[src/rtl/stim_seq_pkg.sv]
package stim_seq_pkg;
  // Switch enables held by one channel cell: forward and reverse phase.
  typedef struct packed {
    logic fwd;
    logic rev;
  } stim_pair_t;

  // Number of clocks per frame for a given channel count.
  function automatic int frame_cycles(input int n_ch);
    return 2 * n_ch + 2;
  endfunction
endpackage

[src/rtl/stim_head_cell.sv]
module stim_head_cell
  import stim_seq_pkg::*;
(
  input  logic       clk,
  input  logic       rst_n,
  input  logic       run_en,
  input  logic       down_busy,
  output stim_pair_t pair_q,
  output logic       tok_out,
  output logic       cell_busy
);
  logic start_pulse;

  assign cell_busy   = pair_q.fwd | pair_q.rev;
  // Three-input NOR: self activity, downstream activity, inverted run.
  assign start_pulse = ~(cell_busy | down_busy | ~run_en);
  assign tok_out     = pair_q.rev;

  always_ff @(posedge clk or negedge rst_n) begin
    if (!rst_n) begin
      pair_q <= '0;
    end else begin
      pair_q.fwd <= start_pulse;
      pair_q.rev <= pair_q.fwd;
    end
  end

  // a frame only starts on a cycle where run was requested
  p_start_needs_run_r9: assert property (@(posedge clk) disable iff (!rst_n)
    pair_q.fwd |-> $past(run_en));
  // forward phase of the first cell is a single clock
  p_head_fwd_single_r3: assert property (@(posedge clk) disable iff (!rst_n)
    pair_q.fwd |=> !pair_q.fwd);
  // reverse phase follows forward phase
  p_head_rev_after_fwd_r3: assert property (@(posedge clk) disable iff (!rst_n)
    pair_q.fwd |=> pair_q.rev);
endmodule

[src/rtl/stim_mid_cell.sv]
module stim_mid_cell
  import stim_seq_pkg::*;
(
  input  logic       clk,
  input  logic       rst_n,
  input  logic       tok_in,
  output stim_pair_t pair_q,
  output logic       tok_out,
  output logic       cell_busy
);
  assign cell_busy = pair_q.fwd | pair_q.rev;
  assign tok_out   = pair_q.rev;

  always_ff @(posedge clk or negedge rst_n) begin
    if (!rst_n) begin
      pair_q <= '0;
    end else begin
      pair_q.fwd <= tok_in;
      pair_q.rev <= pair_q.fwd;
    end
  end

  // forward phase is entered only from the previous cell's reverse phase
  p_fwd_from_prev_r4: assert property (@(posedge clk) disable iff (!rst_n)
    pair_q.fwd |-> $past(tok_in));
  // reverse phase is entered only from this cell's forward phase
  p_rev_from_fwd_r3: assert property (@(posedge clk) disable iff (!rst_n)
    pair_q.rev |-> $past(pair_q.fwd));
endmodule

[src/rtl/stim_tail_cell.sv]
module stim_tail_cell
  import stim_seq_pkg::*;
(
  input  logic       clk,
  input  logic       rst_n,
  input  logic       tok_in,
  output stim_pair_t pair_q,
  output logic       short_q,
  output logic       cell_busy
);
  assign cell_busy = pair_q.fwd | pair_q.rev | short_q;

  always_ff @(posedge clk or negedge rst_n) begin
    if (!rst_n) begin
      pair_q  <= '0;
      short_q <= 1'b0;
    end else begin
      pair_q.fwd <= tok_in;
      pair_q.rev <= pair_q.fwd;
      short_q    <= pair_q.rev;
    end
  end

  // the short slot directly follows the last reverse phase
  p_short_after_rev_r5: assert property (@(posedge clk) disable iff (!rst_n)
    pair_q.rev |=> short_q);
  // the short slot lasts a single clock
  p_short_single_r5: assert property (@(posedge clk) disable iff (!rst_n)
    short_q |=> !short_q);
  // reverse phase of the last cell follows its forward phase
  p_tail_rev_from_fwd_r3: assert property (@(posedge clk) disable iff (!rst_n)
    pair_q.rev |-> $past(pair_q.fwd));
endmodule

[src/rtl/stim_interleave_seq.sv]
module stim_interleave_seq
  import stim_seq_pkg::*;
#(
  parameter int N_CH = 16
) (
  input  logic            clk,
  input  logic            rst_n,
  input  logic            run_en,
  output logic [N_CH-1:0] phase_a,
  output logic [N_CH-1:0] phase_b,
  output logic            short_en,
  output logic            busy
);
  localparam int FRAME_LEN = frame_cycles(N_CH);
  localparam int SLOT_CNT  = 2 * N_CH + 1;

  stim_pair_t        pair_q [N_CH];
  logic [N_CH-1:0]   tok;
  logic [N_CH-1:0]   cell_busy;
  logic              down_busy;
  logic              short_q;

  assign down_busy = |cell_busy[N_CH-1:1];

  for (genvar i = 0; i < N_CH; i++) begin : g_cell
    if (i == 0) begin : g_head
      stim_head_cell u_cell (
        .clk       (clk),
        .rst_n     (rst_n),
        .run_en    (run_en),
        .down_busy (down_busy),
        .pair_q    (pair_q[i]),
        .tok_out   (tok[i]),
        .cell_busy (cell_busy[i])
      );
    end else if (i == N_CH - 1) begin : g_tail
      stim_tail_cell u_cell (
        .clk       (clk),
        .rst_n     (rst_n),
        .tok_in    (tok[i-1]),
        .pair_q    (pair_q[i]),
        .short_q   (short_q),
        .cell_busy (cell_busy[i])
      );
      assign tok[i] = pair_q[i].rev;
    end else begin : g_mid
      stim_mid_cell u_cell (
        .clk       (clk),
        .rst_n     (rst_n),
        .tok_in    (tok[i-1]),
        .pair_q    (pair_q[i]),
        .tok_out   (tok[i]),
        .cell_busy (cell_busy[i])
      );
    end
    assign phase_a[i] = pair_q[i].fwd;
    assign phase_b[i] = pair_q[i].rev;
  end

  assign short_en = short_q;
  assign busy     = |cell_busy;

  // Frame position counter used only by the checks below.
  logic [$clog2(FRAME_LEN+1)-1:0] act_cnt;
  always_ff @(posedge clk or negedge rst_n) begin
    if (!rst_n)       act_cnt <= '0;
    else if (busy)    act_cnt <= act_cnt + 1'b1;
    else              act_cnt <= '0;
  end

  // never more than one active switch group
  p_one_active_r7: assert property (@(posedge clk) disable iff (!rst_n)
    $onehot0({phase_a, phase_b, short_en}));
  // the cycle after the short slot is quiet
  p_idle_after_short_r6: assert property (@(posedge clk) disable iff (!rst_n)
    $fell(short_en) |-> !busy);
  // an active stretch never exceeds the phases plus the short slot
  p_active_bounded_r6: assert property (@(posedge clk) disable iff (!rst_n)
    busy |-> (act_cnt < SLOT_CNT));
  // once active, the chain stays active until the short slot
  p_no_early_stop_r9: assert property (@(posedge clk) disable iff (!rst_n)
    (busy && !short_en) |=> busy);
endmodule

[config.mk]
export PLATFORM = sky130hd
export DESIGN_NAME = stim_interleave_seq
export DESIGN_NICKNAME = d
export VERILOG_FILES = /design/src/rtl/stim_seq_pkg.sv /design/src/rtl/stim_head_cell.sv /design/src/rtl/stim_mid_cell.sv /design/src/rtl/stim_tail_cell.sv /design/src/rtl/stim_interleave_seq.sv
export SDC_FILE = /design/constraint.sdc
export NUM_CORES = 1
export LEC_CHECK = 0
export ABC_AREA = 0
export BUFFER_PORTS_ARGS = -buffer_cell sky130_fd_sc_hd__buf_2
export CAP_MARGIN = 20
export CORE_MARGIN = 1
export CORE_UTILIZATION = 46
export DETAILED_ROUTE_END_ITERATION = 6
export PLACE_DENSITY_LB_ADDON = 0.25
export SYNTH_ARGS = -nofsm -noshare
export SYNTH_HDL_FRONTEND = slang
export SYNTH_SLANG_ARGS = --single-unit
export TNS_END_PERCENT = 100
[constraint.sdc]
create_clock -name clk -period 1.5 [get_ports clk]
set_input_delay 0.3 -clock clk [delete_from_list [all_inputs] [get_ports clk]]
set_output_delay 0.3 -clock clk [all_outputs]
set_load 0.1 [all_outputs]
==> metrics, run 1 <==
fin crit period about 2 ns; Crit Path Category reg2out; final net count around 130; initial core utilization around 50%; Yosys top cell by area sky130_fd_sc_hd__dfrtp_1; Worst Setup EP busy; number of buffers created by CTS 5; Buffers & Inverters on Critical Path 1; slowest library cell on the worst path sky130_fd_sc_hd__dfrtp_2; FILL cells 97; main combinational cell family by area after synthesis buffers and inverters; mux share of post-synthesis cell area 0%; worst path required time ~1.2 ns; launching point of the worst reg2reg path g_cell[15].g_tail.u_cell.short_q; most frequent cell after synthesis sky130_fd_sc_hd__dfrtp_1; FF-to-FF path depth 5; share of final-layout standard cells stronger than drive strength 1 between 70% and 80%; average vias per placed instance slightly below 5; NetSw roughly 1.7 mW; Gate power share between 50 and 60%; unrepaired setup endpoints after global routing true; fraction of synthesized cell area taken by the top area cell type roughly four fifths; capturing point of the worst reg2reg path g_cell[0].g_head.u_cell.pair_q[1]; die extent in x 49.29 um; wire length of the first global-routing pass 3.608 mm; die height 49.29 um; maximum number of pins on one net before global-route repair 19; final setup violation count 1; Longest Clk Path Bufs 2; routability congestion estimate from global placement 0.6869; FFs w/ async S/R, synth 100.0%; cell internal pwr between 1.5 and 2 mW; minimum setup slack among reg-to-reg paths roughly 0.03 ns; max-slew violations 0; clock tree from TritonCTS done; via count around 730; top achievable clock speed 0.4897 GHz; count of maximum capacitance violations 0; outcome complete, but fails checks; syn nets between 60 and 70; switching part of the total a little under half; WL final 2.456 mm; placed wire-length estimate 1.632 mm; number of H-tree levels 2; violations in the final reports negative setup slack; clock transition time at the flip-flop clock pins of the worst setup and hold paths 0.09 ns; final count of hold timing violations 0; die area between 2000 and 2500 um2; start point of the critical path g_cell[9].g_mid.u_cell.pair_q[1]; critical-path cell list nor4_2 -> nand3_1 -> or3_4 -> buf_12; number of antenna violations at the first check in global routing 0; Slew @ Worst Pin 0.4902 ns; residual antenna-violating net count after detailed routing 0; Synth Register Bits 33; number of enable-type register cells in the synthesized netlist 0; Routed WL per cell between 15 and 20 um; clock latency on the worst-skew pair a little over 0.3 ns; sequential cell area fraction in the yosys report around four fifths; number of remaining DRC errors 0; Post-Syn Area around 1000 um2; via count of the first global-routing pass roughly 760; worst vdd ir 2139 uV; setup clock skew after layout 0.006621 ns; cells taking the most area after synthesis sky130_fd_sc_hd__dfrtp_1 (80%), sky130_fd_sc_hd__buf_4 (11%), sky130_fd_sc_hd__nor4_1 (4.3%); port bufs 36; Congestion Overflow GR 0; critical path startpoint category flip-flop; Std-Cell Rows 16; static leakage between 0.8 and 0.9 nW; Starting DRT DRC Count 18; compound-gate portion of the synthesized area 0%; Top FF cell, synth sky130_fd_sc_hd__dfrtp_1; power consumption approximately 3.6 mW; Mapped Cells between 60 and 70; Final Hold Slack 0.2191 ns; Final Cycle Share 136.1%; Synth top cells by count sky130_fd_sc_hd__dfrtp_1 (33), sky130_fd_sc_hd__buf_4 (15), sky130_fd_sc_hd__nor4_1 (7); Setup WS post-layout -0.5422 ns; warnings from Yosys 0; Worst path depth 4; Sequential Power Share 31.5%; global-route total usage across every layer between 20% and 30%; Worst Path Max Fanout 3; clock tree sinks 33; Min-Delay Path Class in2reg; area of the core between 2000 and 2500 um2; data arrival time of the worst path approximately 1.7 ns; antenna diode count 0; cell family with most CP delay simple AND/OR/NAND/NOR gates; remaining max-slew budget at the tightest pin 67.54%; mean area per synthesized cell between 15 and 20 um2; area overhead of the layout relative to synthesis 64.11%; clock network fraction of total power 13.5%; fraction of synthesized cell area in xor and xnor cells 0%; power density over the cells about 2200 nW/um2; post-synthesis adder-cell area fraction 0%; Clk Tree Root Cell sky130_fd_sc_hd__clkbuf_4; capturing element type of the critical path output pin; number of primary I/O pins 37; fraction of the mapped netlist area in simple logic gates under 10%; max incr delay on CP ~0.44 ns; number of different library cells in the post-synthesis netlist 11; detailed-routing iteration count for the pre-antenna-repair pass 4
-- state kept, by name (all words and copies together) (netlist names) --
name	flops
g_cell.g_mid.u_cell.pair_q	14
g_cell.g_mid.u_cell.tok_out	14
g_cell.g_tail.u_cell.pair_q	2
g_cell.g_head.u_cell.pair_q	1
g_cell.g_head.u_cell.tok_out	1
g_cell.g_tail.u_cell.short_q	1
-- how the worst min path moves through the flow --
stage                     slack, ns  depth (start not counted)                           endpoint   start
final                          0.22                          3  g_cell[0].g_head.u_cell.pair_q[1]  run_en
after floorplan               0.004                          0  g_cell[0].g_head.u_cell.pair_q[1]   rst_n
after detailed placement       0.24                          1    g_cell[10].g_mid.u_cell.tok_out   rst_n
after CTS                      0.19                          3  g_cell[0].g_head.u_cell.pair_q[1]  run_en
after global routing           0.21                          3  g_cell[0].g_head.u_cell.pair_q[1]  run_en
after global placement         0.23                          1   g_cell[2].g_mid.u_cell.pair_q[1]   rst_n
-- layer usage --
metal,up-vias,global-route usage [%],part of all wire (%)
met5,-,0,0
met4,0,5.882,0.61
met3,2,8.411,3.9
met2,23,38.13,56
met1,385,25.85,40
li1,319,-,-
-- layout make-up --
| class | instances | area (um2) | share of cell area [%] |
|---|---|---|---|
| Multi-Input combinational cell | 14 | 137.6 | 8.154 |
| Sequential cell | 33 | 865.8 | 51.30 |
| Clock buffer | 8 | 58.81 | 3.484 |
| Tap cell | 27 | 33.78 | 2.001 |
| Timing Repair Buffer | 68 | 588.1 | 34.84 |
| Inverter | 1 | 3.754 | 0.2224 |
-- power groups by stage --
| stage | clock, mW | sequential (mW) | combinational (mW) |
|---|---|---|---|
| floorplan | 0 | 1.64 | 0.836 |
| global placement | 0 | 1.13 | 1.72 |
| detailed placement | 0 | 1.14 | 1.73 |
| CTS | 0.504 | 1.14 | 1.95 |
| global route | 0.551 | 1.16 | 2.06 |
| finish | 0.494 | 1.15 | 2.01 |
-- tightest hold or removal path, delay by kind of cell --
kind,cells,cell delay (ns)
buffers and inverters,2,0.14
AND/OR/NAND/NOR,1,0.05
-- metrics by stage --
stage | TNS [ns] | cells | cell area, um2 | worst slack, ns | util [%]
2_1_floorplan | -0.3168 | 63 | 1074 | -0.3168 | -
3_3_place_gp | -0.3972 | 138 | 1450 | -0.3972 | 71.72
6_report | -0.5422 | 151 | 1688 | -0.5422 | 83.48
5_1_grt | -0.7144 | 151 | 1688 | -0.6593 | 83.48
3_5_place_dp | -0.4103 | 138 | 1450 | -0.4103 | 71.72
4_1_cts | -0.5226 | 150 | 1655 | -0.5226 | 81.87
-- cell usage in the layout (no fill, tap or decap) --
master,synthesis,final
sky130_fd_sc_hd__buf_4,15,51
sky130_fd_sc_hd__dfrtp_1,33,15
sky130_fd_sc_hd__dfrtp_2,0,11
sky130_fd_sc_hd__clkbuf_4,0,9
sky130_fd_sc_hd__dfrtp_4,0,7
sky130_fd_sc_hd__buf_12,0,7
sky130_fd_sc_hd__nor4_2,1,6
sky130_fd_sc_hd__buf_2,0,5
sky130_fd_sc_hd__clkbuf_1,0,2
sky130_fd_sc_hd__nand3_1,1,1
sky130_fd_sc_hd__nor2_1,1,1
sky130_fd_sc_hd__nand2_1,1,1
sky130_fd_sc_hd__nor4_4,0,1
sky130_fd_sc_hd__nor3_1,1,1
sky130_fd_sc_hd__nand4_1,1,1
sky130_fd_sc_hd__or3_4,0,1
sky130_fd_sc_hd__inv_1,1,1
sky130_fd_sc_hd__nor4_1,7,1
sky130_fd_sc_hd__clkbuf_8,0,1
sky130_fd_sc_hd__dlygate4sd3_1,0,1
-- logic make-up after synthesis --
| family | Yosys count |
|---|---|
| AND/OR/NAND/NOR | 14 |
| flip-flops | 33 |
| buffers and inverters | 16 |
-- repair_timing --
action,CTS,global route
pin swaps,6,2
hold buffers,1,0
resized for setup,33,7
endpoints found under the setup margin,22,6
endpoints found under the hold margin,15,0
buffers inserted,3,1
Power figures use the tool's default switching activity.
==> inputs of run 2 (changes only) <==
Settings changed: BUFFER_PORTS_ARGS -buffer_cell sky130_fd_sc_hd__buf_2 to -buffer_cell sky130_fd_sc_hd__buf_4, TNS_END_PERCENT 100 to unset.
==> run 2 against run 1 <==
- the run still ends with negative setup slack left
- hold slack got worse by 0.015 ns
- global-route usage is 1.7 points lower
- first-iteration DRC count shrank 61%
- clock power grew 2%
- clock skew is 0.0044 ns higher
- count of clock-buffer cells in the layout unchanged
- critical path type unchanged
- largest cell class unchanged
- largest power group unchanged
- highest routed layer unchanged
==> metrics, run 2 (synthesis results as in run 1) <==
outcome complete, but fails checks; violations in the final reports negative setup slack; share of final-layout standard cells stronger than drive strength 1 78.86% (-0.98 points); Longest Clk Path Bufs 2 (unchanged); max-slew violations 0 (unchanged); die area 2429 um2 (unchanged); Crit Path Category reg2out; number of H-tree levels 2 (unchanged); Routed WL per cell 14.79 um (-9.0%); WL final 2.219 mm (-9.6%); unrepaired setup endpoints after global routing true; FILL cells 107 (+10%); via count 688 (-5.6%); slowest library cell on the worst path sky130_fd_sc_hd__dfrtp_1; Gate power share 53.2% (-1.8 points); number of antenna violations at the first check in global routing 0 (unchanged); Min-Delay Path Class in2reg; Slew @ Worst Pin 0.3919 ns (-0.09827 ns); critical-path cell list nor4_4 -> nand4_1 -> or3_4 -> buf_12; NetSw 1.718 mW (-1.5%); remaining max-slew budget at the tightest pin 73.87% (+6.3 points); Hold EP g_cell[0].g_head.u_cell.pair_q[1]; Final Cycle Share 139.5% (+3.3 points); routability congestion estimate from global placement 0.7382 (+7.5%); die extent in x 49.29 um (unchanged); max incr delay on CP 0.42 ns (-0.02 ns); Buffers & Inverters on Critical Path 1 (unchanged); clock transition time at the flip-flop clock pins of the worst setup and hold paths 0.09 ns (about the same); residual antenna-violating net count after detailed routing 0 (unchanged); area of the core 2022 um2 (unchanged); FF-to-FF path depth 4 (-1); Congestion Overflow GR 0 (unchanged); number of primary I/O pins 37 (unchanged); capturing point of the worst reg2reg path g_cell[0].g_head.u_cell.pair_q[1]; Sequential Power Share 32.5% (+1.0 points); final count of hold timing violations 0 (unchanged); number of remaining DRC errors 0 (unchanged); via count of the first global-routing pass 695 (-8.9%); minimum setup slack among reg-to-reg paths 0.16 ns (+0.13 ns); worst path required time 1.20 ns (about the same); worst vdd ir 2088 uV (-2.4%); Clk Tree Root Cell sky130_fd_sc_hd__clkbuf_4; Final Hold Slack 0.2038 ns (-0.01532 ns); data arrival time of the worst path 1.79 ns (+0.05 ns); power consumption 3.515 mW (-3.7%); cell internal pwr 1.797 mW (-5.7%); hold-critical path depth 3 (unchanged); final net count 125 (-0.79%); area overhead of the layout relative to synthesis 60.22%; detailed-routing iteration count for the pre-antenna-repair pass 2 (-2); Setup WS post-layout -0.5919 ns (-0.04963 ns); number of buffers created by CTS 5 (unchanged); setup bufs post-CTS 0 (-3); capturing element type of the critical path output pin; clock tree sinks 33 (unchanged); power density over the cells 2133 nW/um2 (-1.4%); static leakage 0.8800 nW (-0.69%); switching part of the total 48.87% (+1.1 points); final setup violation count 1 (unchanged); average vias per placed instance 4.587 (-5.0%); setup clock skew after layout 0.01102 ns (+0.004400 ns); clock latency on the worst-skew pair 0.32 ns (about the same); global-route total usage across every layer 20.47% (-1.7 points); clock tree from TritonCTS done; hold path startpoint run_en; initial core utilization 50.87% (unchanged); most frequent standard cell in the layout excluding fill and tap cells sky130_fd_sc_hd__buf_4; top achievable clock speed 0.4780 GHz (-2.4%); maximum number of pins on one net before global-route repair 34 (+15); wire length of the first global-routing pass 3.450 mm (-4.4%); critical path startpoint category flip-flop; die height 49.29 um (unchanged); leading cell types in the layout, fill and taps excluded sky130_fd_sc_hd__buf_4 (60), sky130_fd_sc_hd__dfrtp_1 (15), sky130_fd_sc_hd__dfrtp_2 (11); Worst Path Max Fanout 2 (-1); port bufs 36 (unchanged); core occupancy in the finished layout 81.50% (-2.0 points); Starting DRT DRC Count 7 (-11); launching point of the worst reg2reg path g_cell[12].g_mid.u_cell.pair_q[1]; antenna diode count 0 (unchanged); placed wire-length estimate 1.457 mm (-11%); fin crit period 2.092 ns (+0.04964 ns); count of maximum capacitance violations 0 (unchanged); Std-Cell Rows 16 (unchanged); clock network fraction of total power 14.3% (+0.8 points); cell family with most CP delay simple AND/OR/NAND/NOR gates
==> run 2: through the flow <==
stage               cells  cell area, um2  TNS, ns  worst slack (ns)
CTS                   150            1618  -0.5737           -0.5737
detailed placement    141            1490  -0.4360           -0.4360
global placement      141            1490  -0.3698           -0.3698
global route          150            1648  -0.6947           -0.6947
finish                150            1648  -0.5919           -0.5919
floorplan              63            1074  -0.3168           -0.3168
==> run 2: final cells by class <==
cell class	instances	area, um2	share of cell area [%]
multi-input cells	14	148.9	9.036
inverters	1	3.754	0.2278
flip-flops and latches	33	865.8	52.54
well taps	27	33.78	2.050
clock buffers	8	58.81	3.569
repair buffers	67	536.8	32.57
==> run 2: power by group through the flow <==
stage	Combinational, mW	Sequential (mW)	Clock, mW
after detailed placement	1.75	1.14	0
after floorplan	0.836	1.64	0
after CTS	1.84	1.13	0.517
final	1.87	1.14	0.503
after global routing	1.93	1.16	0.550
after global placement	1.74	1.13	0
==> run 2: worst max path at each step <==
stage / end / startpoint / cells past startpoint / slack (ns)
2_1_floorplan: busy / g_cell[13].g_mid.u_cell.pair_q[1] / 3 / -0.32
6_report: busy / g_cell[7].g_mid.u_cell.tok_out / 4 / -0.59
3_5_place_dp: busy / g_cell[7].g_mid.u_cell.pair_q[1] / 4 / -0.44
5_1_grt: busy / g_cell[7].g_mid.u_cell.tok_out / 4 / -0.69
3_3_place_gp: busy / g_cell[7].g_mid.u_cell.pair_q[1] / 4 / -0.37
4_1_cts: busy / g_cell[13].g_mid.u_cell.pair_q[1] / 4 / -0.57
==> run 2: repair_timing <==
action                                 in CTS  in global routing
endpoints found under the hold margin      33                  0
pin swaps                                   2                  0
hold buffers                                1                  0
gates resized for setup                    10                  6
setup endpoints to repair                   1                  5
==> run 2: layer usage <==
| layer | up-vias | track usage (%) | share of wire (%) |
|---|---|---|---|
| met1 | 343 | 27.23 | 42 |
| met2 | 24 | 31.51 | 52 |
| met5 | - | 0 | 0 |
| li1 | 319 | - | - |
| met4 | 0 | 5.882 | 0.68 |
| met3 | 2 | 7.477 | 5.2 |
==> run 2: worst reg2reg max path, stage by stage, from the launching register on <==
cell and delay (ns):
sky130_fd_sc_hd__dfrtp_4 0.50, sky130_fd_sc_hd__nor4_4 0.21, sky130_fd_sc_hd__nand2_1 0.12, sky130_fd_sc_hd__buf_4 0.15, sky130_fd_sc_hd__nor4_1 0.25
